[config.mk]
export PLATFORM = sky130hd
export DESIGN_NAME = sertx_engine
export DESIGN_NICKNAME = d
export VERILOG_FILES = /design/src/rtl/sertx_pkg.sv /design/src/rtl/sertx_baud.sv /design/src/rtl/sertx_regs.sv /design/src/rtl/sertx_shift.sv /design/src/rtl/sertx_engine.sv
export SDC_FILE = /design/constraint.sdc
export NUM_CORES = 1
export LEC_CHECK = 0
export ABC_CLOCK_PERIOD_IN_PS = 6500
export BUFFER_PORTS_ARGS = -buffer_cell sky130_fd_sc_hd__buf_4
export CORE_ASPECT_RATIO = 0.75
export CORE_UTILIZATION = 35
export DETAILED_ROUTE_END_ITERATION = 10
export SLEW_MARGIN = 20
export SYNTH_ARGS = -nofsm -noshare
export SYNTH_HDL_FRONTEND = slang
export SYNTH_SLANG_ARGS = --single-unit
[constraint.sdc]
create_clock -name clk -period 6.5 [get_ports clk]
set_input_delay 0.65 -clock clk [delete_from_list [all_inputs] [get_ports clk]]
set_output_delay 0.65 -clock clk [all_outputs]
set_load 0.03 [all_outputs]
[src/rtl/sertx_pkg.sv]
package sertx_pkg;

  localparam int REG_W = 8;

  typedef enum logic [1:0] {
    ADDR_CTRL = 2'd0,
    ADDR_DATA = 2'd1,
    ADDR_STAT = 2'd2,
    ADDR_DIV  = 2'd3
  } reg_addr_e;

  // Field order fixes the bit positions: mp_val is bit 7, tx_en is bit 0.
  typedef struct packed {
    logic mp_val;
    logic mp_en;
    logic short_len;
    logic par_odd;
    logic par_en;
    logic end_ie;
    logic empty_ie;
    logic tx_en;
  } ctrl_t;

  typedef enum logic [2:0] {
    ST_IDLE,
    ST_START,
    ST_DATA,
    ST_EXTRA,
    ST_STOP
  } tx_state_e;

endpackage

[src/rtl/sertx_baud.sv]
module sertx_baud #(
  parameter int DIV_W = 8,
  parameter int OVS   = 16
) (
  input  logic             clk,
  input  logic             rst_n,
  input  logic             run,
  input  logic [DIV_W-1:0] div,
  output logic             bit_done
);
  localparam int SUB_W = (OVS > 1) ? $clog2(OVS) : 1;
  localparam logic [SUB_W-1:0] SUB_LAST = SUB_W'(OVS - 1);

  logic [DIV_W-1:0] pre_q;
  logic [SUB_W-1:0] sub_q;
  logic             tick;

  assign tick     = run && (pre_q == div);
  assign bit_done = tick && (sub_q == SUB_LAST);

  // Both counters sit at zero while idle, so the first bit of a frame
  // gets its full length.
  always_ff @(posedge clk or negedge rst_n) begin
    if (!rst_n) begin
      pre_q <= '0;
      sub_q <= '0;
    end else if (!run) begin
      pre_q <= '0;
      sub_q <= '0;
    end else if (tick) begin
      pre_q <= '0;
      sub_q <= (sub_q == SUB_LAST) ? '0 : sub_q + 1'b1;
    end else begin
      pre_q <= pre_q + 1'b1;
    end
  end
endmodule

[src/rtl/sertx_regs.sv]
module sertx_regs
  import sertx_pkg::*;
#(
  parameter int DIV_W     = 8,
  parameter int DIV_RESET = 15
) (
  input  logic             clk,
  input  logic             rst_n,
  input  logic             host_wr,
  input  logic             host_rd,
  input  logic [1:0]       host_addr,
  input  logic [REG_W-1:0] host_wdata,
  output logic [REG_W-1:0] host_rdata,
  input  logic             eng_load,
  input  logic             eng_end,
  output ctrl_t            ctrl_q,
  output logic [DIV_W-1:0] div_q,
  output logic [REG_W-1:0] hold_q,
  output logic             empty_q,
  output logic             done_q,
  output logic             irq_empty,
  output logic             irq_end
);
  reg_addr_e        sel;
  logic             wr_ctrl, wr_data, wr_div;
  logic [REG_W-1:0] rd_mux;

  assign sel     = reg_addr_e'(host_addr);
  assign wr_ctrl = host_wr && (sel == ADDR_CTRL);
  assign wr_data = host_wr && (sel == ADDR_DATA);
  assign wr_div  = host_wr && (sel == ADDR_DIV);

  always_ff @(posedge clk or negedge rst_n) begin
    if (!rst_n) begin
      ctrl_q <= '0;
      div_q  <= DIV_W'(DIV_RESET);
      hold_q <= '0;
    end else begin
      if (wr_ctrl) ctrl_q <= ctrl_t'(host_wdata);
      if (wr_div)  div_q  <= DIV_W'(host_wdata);
      if (wr_data) hold_q <= host_wdata;
    end
  end

  // The host write wins over the engine's update of the same flag.
  always_ff @(posedge clk or negedge rst_n) begin
    if (!rst_n) begin
      empty_q <= 1'b1;
      done_q  <= 1'b1;
    end else begin
      if (wr_data)       empty_q <= 1'b0;
      else if (eng_load) empty_q <= 1'b1;
      if (wr_data)       done_q  <= 1'b0;
      else if (eng_end)  done_q  <= 1'b1;
    end
  end

  always_comb begin
    unique case (sel)
      ADDR_CTRL: rd_mux = ctrl_q;
      ADDR_DATA: rd_mux = hold_q;
      ADDR_STAT: rd_mux = REG_W'({done_q, empty_q});
      default:   rd_mux = REG_W'(div_q);
    endcase
  end

  always_ff @(posedge clk or negedge rst_n) begin
    if (!rst_n)       host_rdata <= '0;
    else if (host_rd) host_rdata <= rd_mux;
  end

  assign irq_empty = empty_q && ctrl_q.empty_ie;
  assign irq_end   = done_q && ctrl_q.end_ie;
endmodule

[src/rtl/sertx_shift.sv]
module sertx_shift
  import sertx_pkg::*;
#(
  parameter int DATA_W = 8
) (
  input  logic              clk,
  input  logic              rst_n,
  input  logic              bit_done,
  input  ctrl_t             ctrl,
  input  logic [DATA_W-1:0] hold,
  input  logic              empty,
  output logic              take,
  output logic              mark_end,
  output logic              busy,
  output logic              txd
);
  localparam int CNT_W = $clog2(DATA_W);
  localparam logic [CNT_W-1:0] LAST_LONG  = CNT_W'(DATA_W - 1);
  localparam logic [CNT_W-1:0] LAST_SHORT = CNT_W'(DATA_W - 2);

  tx_state_e         state_q, state_d;
  logic [DATA_W-1:0] sh_q, sh_d;
  logic [CNT_W-1:0]  cnt_q, cnt_d;
  logic              short_q, short_d;
  logic              xen_q, xen_d;
  logic              xval_q, xval_d;
  logic              chain_q, chain_d;
  logic              ready, go_stop;

  function automatic logic calc_extra(input ctrl_t c, input logic [DATA_W-1:0] d);
    logic [DATA_W-1:0] m;
    m = d;
    if (c.short_len) m[DATA_W-1] = 1'b0;
    if (c.mp_en) return c.mp_val;
    return (^m) ^ c.par_odd;
  endfunction

  assign ready = ctrl.tx_en && !empty;

  always_comb begin
    state_d  = state_q;
    sh_d     = sh_q;
    cnt_d    = cnt_q;
    short_d  = short_q;
    xen_d    = xen_q;
    xval_d   = xval_q;
    chain_d  = chain_q;
    take     = 1'b0;
    mark_end = 1'b0;
    go_stop  = 1'b0;
    unique case (state_q)
      ST_IDLE: if (ready) begin
        take    = 1'b1;
        state_d = ST_START;
      end
      ST_START: if (bit_done) begin
        state_d = ST_DATA;
        cnt_d   = '0;
      end
      ST_DATA: if (bit_done) begin
        sh_d = sh_q >> 1;
        if (cnt_q == (short_q ? LAST_SHORT : LAST_LONG)) begin
          if (xen_q) state_d = ST_EXTRA;
          else       go_stop = 1'b1;
        end else begin
          cnt_d = cnt_q + 1'b1;
        end
      end
      ST_EXTRA: if (bit_done) go_stop = 1'b1;
      ST_STOP: if (bit_done) state_d = chain_q ? ST_START : ST_IDLE;
      default: state_d = ST_IDLE;
    endcase
    // The empty flag is sampled once, on entry to the stop bit.
    if (go_stop) begin
      state_d = ST_STOP;
      if (ready) begin
        take    = 1'b1;
        chain_d = 1'b1;
      end else begin
        mark_end = 1'b1;
        chain_d  = 1'b0;
      end
    end
    if (take) begin
      sh_d    = hold;
      short_d = ctrl.short_len;
      xen_d   = ctrl.par_en | ctrl.mp_en;
      xval_d  = calc_extra(ctrl, hold);
    end
  end

  always_ff @(posedge clk or negedge rst_n) begin
    if (!rst_n) begin
      state_q <= ST_IDLE;
      sh_q    <= '0;
      cnt_q   <= '0;
      short_q <= 1'b0;
      xen_q   <= 1'b0;
      xval_q  <= 1'b0;
      chain_q <= 1'b0;
    end else begin
      state_q <= state_d;
      sh_q    <= sh_d;
      cnt_q   <= cnt_d;
      short_q <= short_d;
      xen_q   <= xen_d;
      xval_q  <= xval_d;
      chain_q <= chain_d;
    end
  end

  assign busy = (state_q != ST_IDLE);

  always_comb begin
    unique case (state_q)
      ST_START: txd = 1'b0;
      ST_DATA:  txd = sh_q[0];
      ST_EXTRA: txd = xval_q;
      default:  txd = 1'b1;
    endcase
  end
endmodule

[src/rtl/sertx_engine.sv]
module sertx_engine
  import sertx_pkg::*;
#(
  parameter int DIV_W      = 8,
  parameter int DIV_RESET  = 15,
  parameter int OVERSAMPLE = 16
) (
  input  logic             clk,
  input  logic             rst_n,
  input  logic             reg_wr,
  input  logic             reg_rd,
  input  logic [1:0]       reg_addr,
  input  logic [REG_W-1:0] reg_wdata,
  output logic [REG_W-1:0] reg_rdata,
  output logic             txd,
  output logic             irq_empty,
  output logic             irq_end
);
  ctrl_t            ctrl;
  logic [DIV_W-1:0] div;
  logic [REG_W-1:0] hold;
  logic             flag_empty, flag_end;
  logic             load_go, end_go, busy, bit_tick;
  logic             tx_on, host_data_wr;

  assign tx_on        = ctrl.tx_en;
  assign host_data_wr = reg_wr && (reg_addr == ADDR_DATA);

  sertx_regs #(
    .DIV_W(DIV_W),
    .DIV_RESET(DIV_RESET)
  ) u_regs (
    .clk(clk),
    .rst_n(rst_n),
    .host_wr(reg_wr),
    .host_rd(reg_rd),
    .host_addr(reg_addr),
    .host_wdata(reg_wdata),
    .host_rdata(reg_rdata),
    .eng_load(load_go),
    .eng_end(end_go),
    .ctrl_q(ctrl),
    .div_q(div),
    .hold_q(hold),
    .empty_q(flag_empty),
    .done_q(flag_end),
    .irq_empty(irq_empty),
    .irq_end(irq_end)
  );

  sertx_baud #(
    .DIV_W(DIV_W),
    .OVS(OVERSAMPLE)
  ) u_baud (
    .clk(clk),
    .rst_n(rst_n),
    .run(busy),
    .div(div),
    .bit_done(bit_tick)
  );

  sertx_shift #(
    .DATA_W(REG_W)
  ) u_shift (
    .clk(clk),
    .rst_n(rst_n),
    .bit_done(bit_tick),
    .ctrl(ctrl),
    .hold(hold),
    .empty(flag_empty),
    .take(load_go),
    .mark_end(end_go),
    .busy(busy),
    .txd(txd)
  );
endmodule

==> qor_table.md <==
| Metric | This run |
|:---|:---|
| Max-slew violations | 0 |
| Worst Path Arrival | 1780 ps |
| Setup crit start | u_shift.state_q[1] |
| Static power due to leakage | 1.686 nW |
| Setup repair after global routing missed its margin | false |
| CP max-delay cell | dfrtp_1 |
| Synth warnings | 0 |
| Post-layout minimum cycle time | 2429 ps |
| Most common library cell in the layout ignoring fill and taps | dfrtp_1 |
| Synth-to-layout area growth | 15.98% |
| Cell area after technology mapping | 0.003241 mm2 |
| Setup TNS | 0 ps |
| Number of cells in the design after placement | 405 |
| HPWL reported at the end of detailed placement | 4875 um |
| Maximum number of buffers from clock root to sink | 2 |
| # diodes | 0 |
| Number of setup violations in the final report | 0 |
| Final #Nets | 321 |
| Wire length of the first global-routing pass | 11,350 um |
| Slew at the pin with the worst max-slew slack | 814.7 ps |
| Cts hold-fix bufs | 0 |
| Highest Clock Rate | 411.7 MHz |
| Drt initial violations | 155 |
| Port Buffers | 24 |
| Number of design rule violations left after detail routing | 0 |
| Total via count after detailed routing | 2,145 |
| Crit path largest cell delay | 620 ps |
| Number of enable flip-flop cells after synthesis | 0 |
| Commonest cells after routing, fill and taps aside | 58 x dfrtp_1, 41 x mux2_2, 29 x nor2_1, 24 x buf_4, 17 x a21oi_1 |
| TritonCTS Sinks | 64 |
| Post-route non-filler standard cell count | 420 |
| Layout cells sized above 1 | 32.79% |
| Hold Fails Final Rpt | 0 |
| Seq cells post-synth | 64 |
| End-of-flow core utilization | 41.72% |
| Height of the chip | 85.33 um |
| Number of nets in the synthesized netlist | 298 |
| Clock Tree Root | clkbuf_16 |
| Post-CTS Setup Bufs | 0 |
| Outcome | complete, no violations |
| Via count of the first global-routing pass | 2,129 |
| All-Layer GR Usage | 15.76% |
| Nature of the critical path endpoint | output port |
| Worst voltage drop across the vdd grid | 0.1629 mV |
| Clock Pin Slew Worst Setup and Hold Paths | 50 ps |
| Sum of routed wire length over all layers | 6837 um |
| Die Outline Area | 0.009652 mm2 |
| Detailed Routing Iterations Pass 1 | 4 |
| Cell chain of the critical path | nor2b_1, a22oi_1, or2_2, buf_4 |
| Cts bufs inserted | 9 |
| CP Class | reg -> out |
| R2R setup slack | 4130 ps |
| Reported max-cap violation count | 0 |
| Type of origin of the critical path | register |
| Initial Utilization | 35.97% |
| Number of nets with antenna violations after routing | 0 |
| Pin count of the biggest net entering global routing | 65 |
| Resized Gates After CTS | 0 |
| Global route overflow | 0 |
| I/O pin count | 25 |
| Clock tree from TritonCTS | done |
| Maximum clock skew at final layout | 5.423 ps |
| Most common flop cell mapped by yosys | dfrtp_1 |
| Placement Setup Slack | 4132 ps |
| Register area share after synthesis | 49.65% |
| Share of flip-flops with an asynchronous set or reset | 100.0% |
| Mean post-synth cell area | 11.53 um2 |
| Die Wd | 113.1 um |
| Endpoint of the lowest-slack register-to-register path | u_shift.xval_q |
| Syn Inst Count | 281 |
| Ratio of routed vias to standard cells | 5.107 |
| Total number of placement rows | 30 |
| Routability Congestion | 0.7594 |
| Final Cycle Share | 37.37% |
| H-Tree Level Count | 3 |
| Min Hold Slack | 408.6 ps |
| Class of the worst hold path | in -> async |
| Number of distinct library cells after synthesis | 49 |
| Worst Path Max Fanout | 15 |
| Average wire per cell in the routed design | 16.28 um |
| Capture point of the worst path | txd |
| Number of antenna violations at the first check in global routing | 0 |
| Total power per unit cell area | 361.0 mW/mm2 |
| Req. time, crit path | 5850 ps |
| Skew-Pair Late Insertion Delay | 330 ps |
| Depth of the worst register-to-register path | 5 |
| Worst Setup Slack, final | 4071 ps |
| Normalized max-slew margin | 45.69% |
| Core Area | 0.009009 mm2 |
| Reg2reg start | u_regs.div_q[2] |
-- stage by stage --
stage	power [mW]	cell area [um2]
finish	1.357	3759
global route	1.442	3759
CTS	1.375	3759
detailed placement	0.9502	3505
global placement	0.9408	3505
floorplan	0.8448	3241
-- synthesized netlist by cell type (3+ instances only) --
master,n,area share (%)
dfstp_2,6,4.9
inv_1,10,1.2
nor2b_1,4,0.77
xnor2_1,10,2.7
nor2_1,29,3.4
and2_1,4,0.77
ha_1,3,1.2
and3_1,3,0.58
nand3_1,8,1.2
dfrtp_1,58,45
mux2i_1,10,3.1
mux2_2,41,14
nand2_1,8,0.93
xor2_1,13,3.5
a21oi_1,17,2.6
and3_2,3,0.69
o21ai_0,5,0.77
clkbuf_1,10,1.2
-- metal layers --
metal,vias up,global-route usage (%),wire length (um)
met1,1070,23.36,3542
met2,37,21.81,2860
met5,-,0,0
li1,1029,-,-
met3,9,5.143,354
met4,0,4.306,80
-- power by group --
| part | switching (mW) | total [mW] | internal [mW] |
|---|---|---|---|
| logic | 0.172 | 0.355 | 0.184 |
| registers | 0.0864 | 0.584 | 0.498 |
| clock network | 0.165 | 0.417 | 0.252 |
| total | 0.423 | 1.36 | 0.933 |
-- how the worst min path moves through the flow --
stage | to | start | slack, ps
4_1_cts | u_shift.cnt_q[2] | rst_n | 440
3_5_place_dp | u_regs.empty_q | u_regs.empty_q | 490
5_1_grt | u_shift.cnt_q[2] | rst_n | 470
2_1_floorplan | u_baud.pre_q[0] | rst_n | 350
6_report | u_shift.cnt_q[2] | rst_n | 410
3_3_place_gp | u_regs.empty_q | u_regs.empty_q | 490
-- logic make-up (layout without fill, tap and decap cells) --
| logic type | Yosys count | in the layout | synth area share, % |
|---|---|---|---|
| DFF | 64 | 64 | 49.65 |
| adders and majority gates | 3 | 3 | 1.158 |
| muxes | 55 | 55 | 19.65 |
| and+or+nand+nor | 78 | 78 | 12.93 |
| AOI/OAI and AO/OA | 35 | 35 | 6.796 |
| buffers and inverters | 22 | 49 | 2.896 |
| xor gates and xnor gates | 24 | 24 | 6.911 |
-- critical path: cells and delay by family (launching register included) --
| family | cells | cell delay (ps) |
|---|---|---|
| AOI/OAI and AO/OA | 1 | 90 |
| and+or+nand+nor | 2 | 570 |
| DFF | 1 | 620 |
| buffers and inverters | 1 | 170 |
-- state kept, by name (all words and copies together), names as in the netlist --
| name | count |
|---|---|
| u_baud.pre_q | 8 |
| u_regs.ctrl_q | 8 |
| u_regs.div_q | 8 |
| u_regs.hold_q | 8 |
| u_regs.host_rdata | 8 |
| u_shift.sh_q | 8 |
| u_baud.sub_q | 4 |
| u_shift.cnt_q | 3 |
| u_shift.state_q | 3 |
| u_regs.done_q | 1 |
| u_regs.empty_q | 1 |
| u_shift.chain_q | 1 |
| u_shift.short_q | 1 |
| u_shift.xen_q | 1 |
| u_shift.xval_q | 1 |
-- area by class of cell --
cell class	count	area, um2
multi-input combinational	195	1538
timing repair buffer	24	180.2
clock inverter	5	25.02
clock buffer	10	229.0
fill	891	5250
sequential	64	1609
tap	112	140.1
inverter	10	37.54
Power figures use the tool's default switching activity.
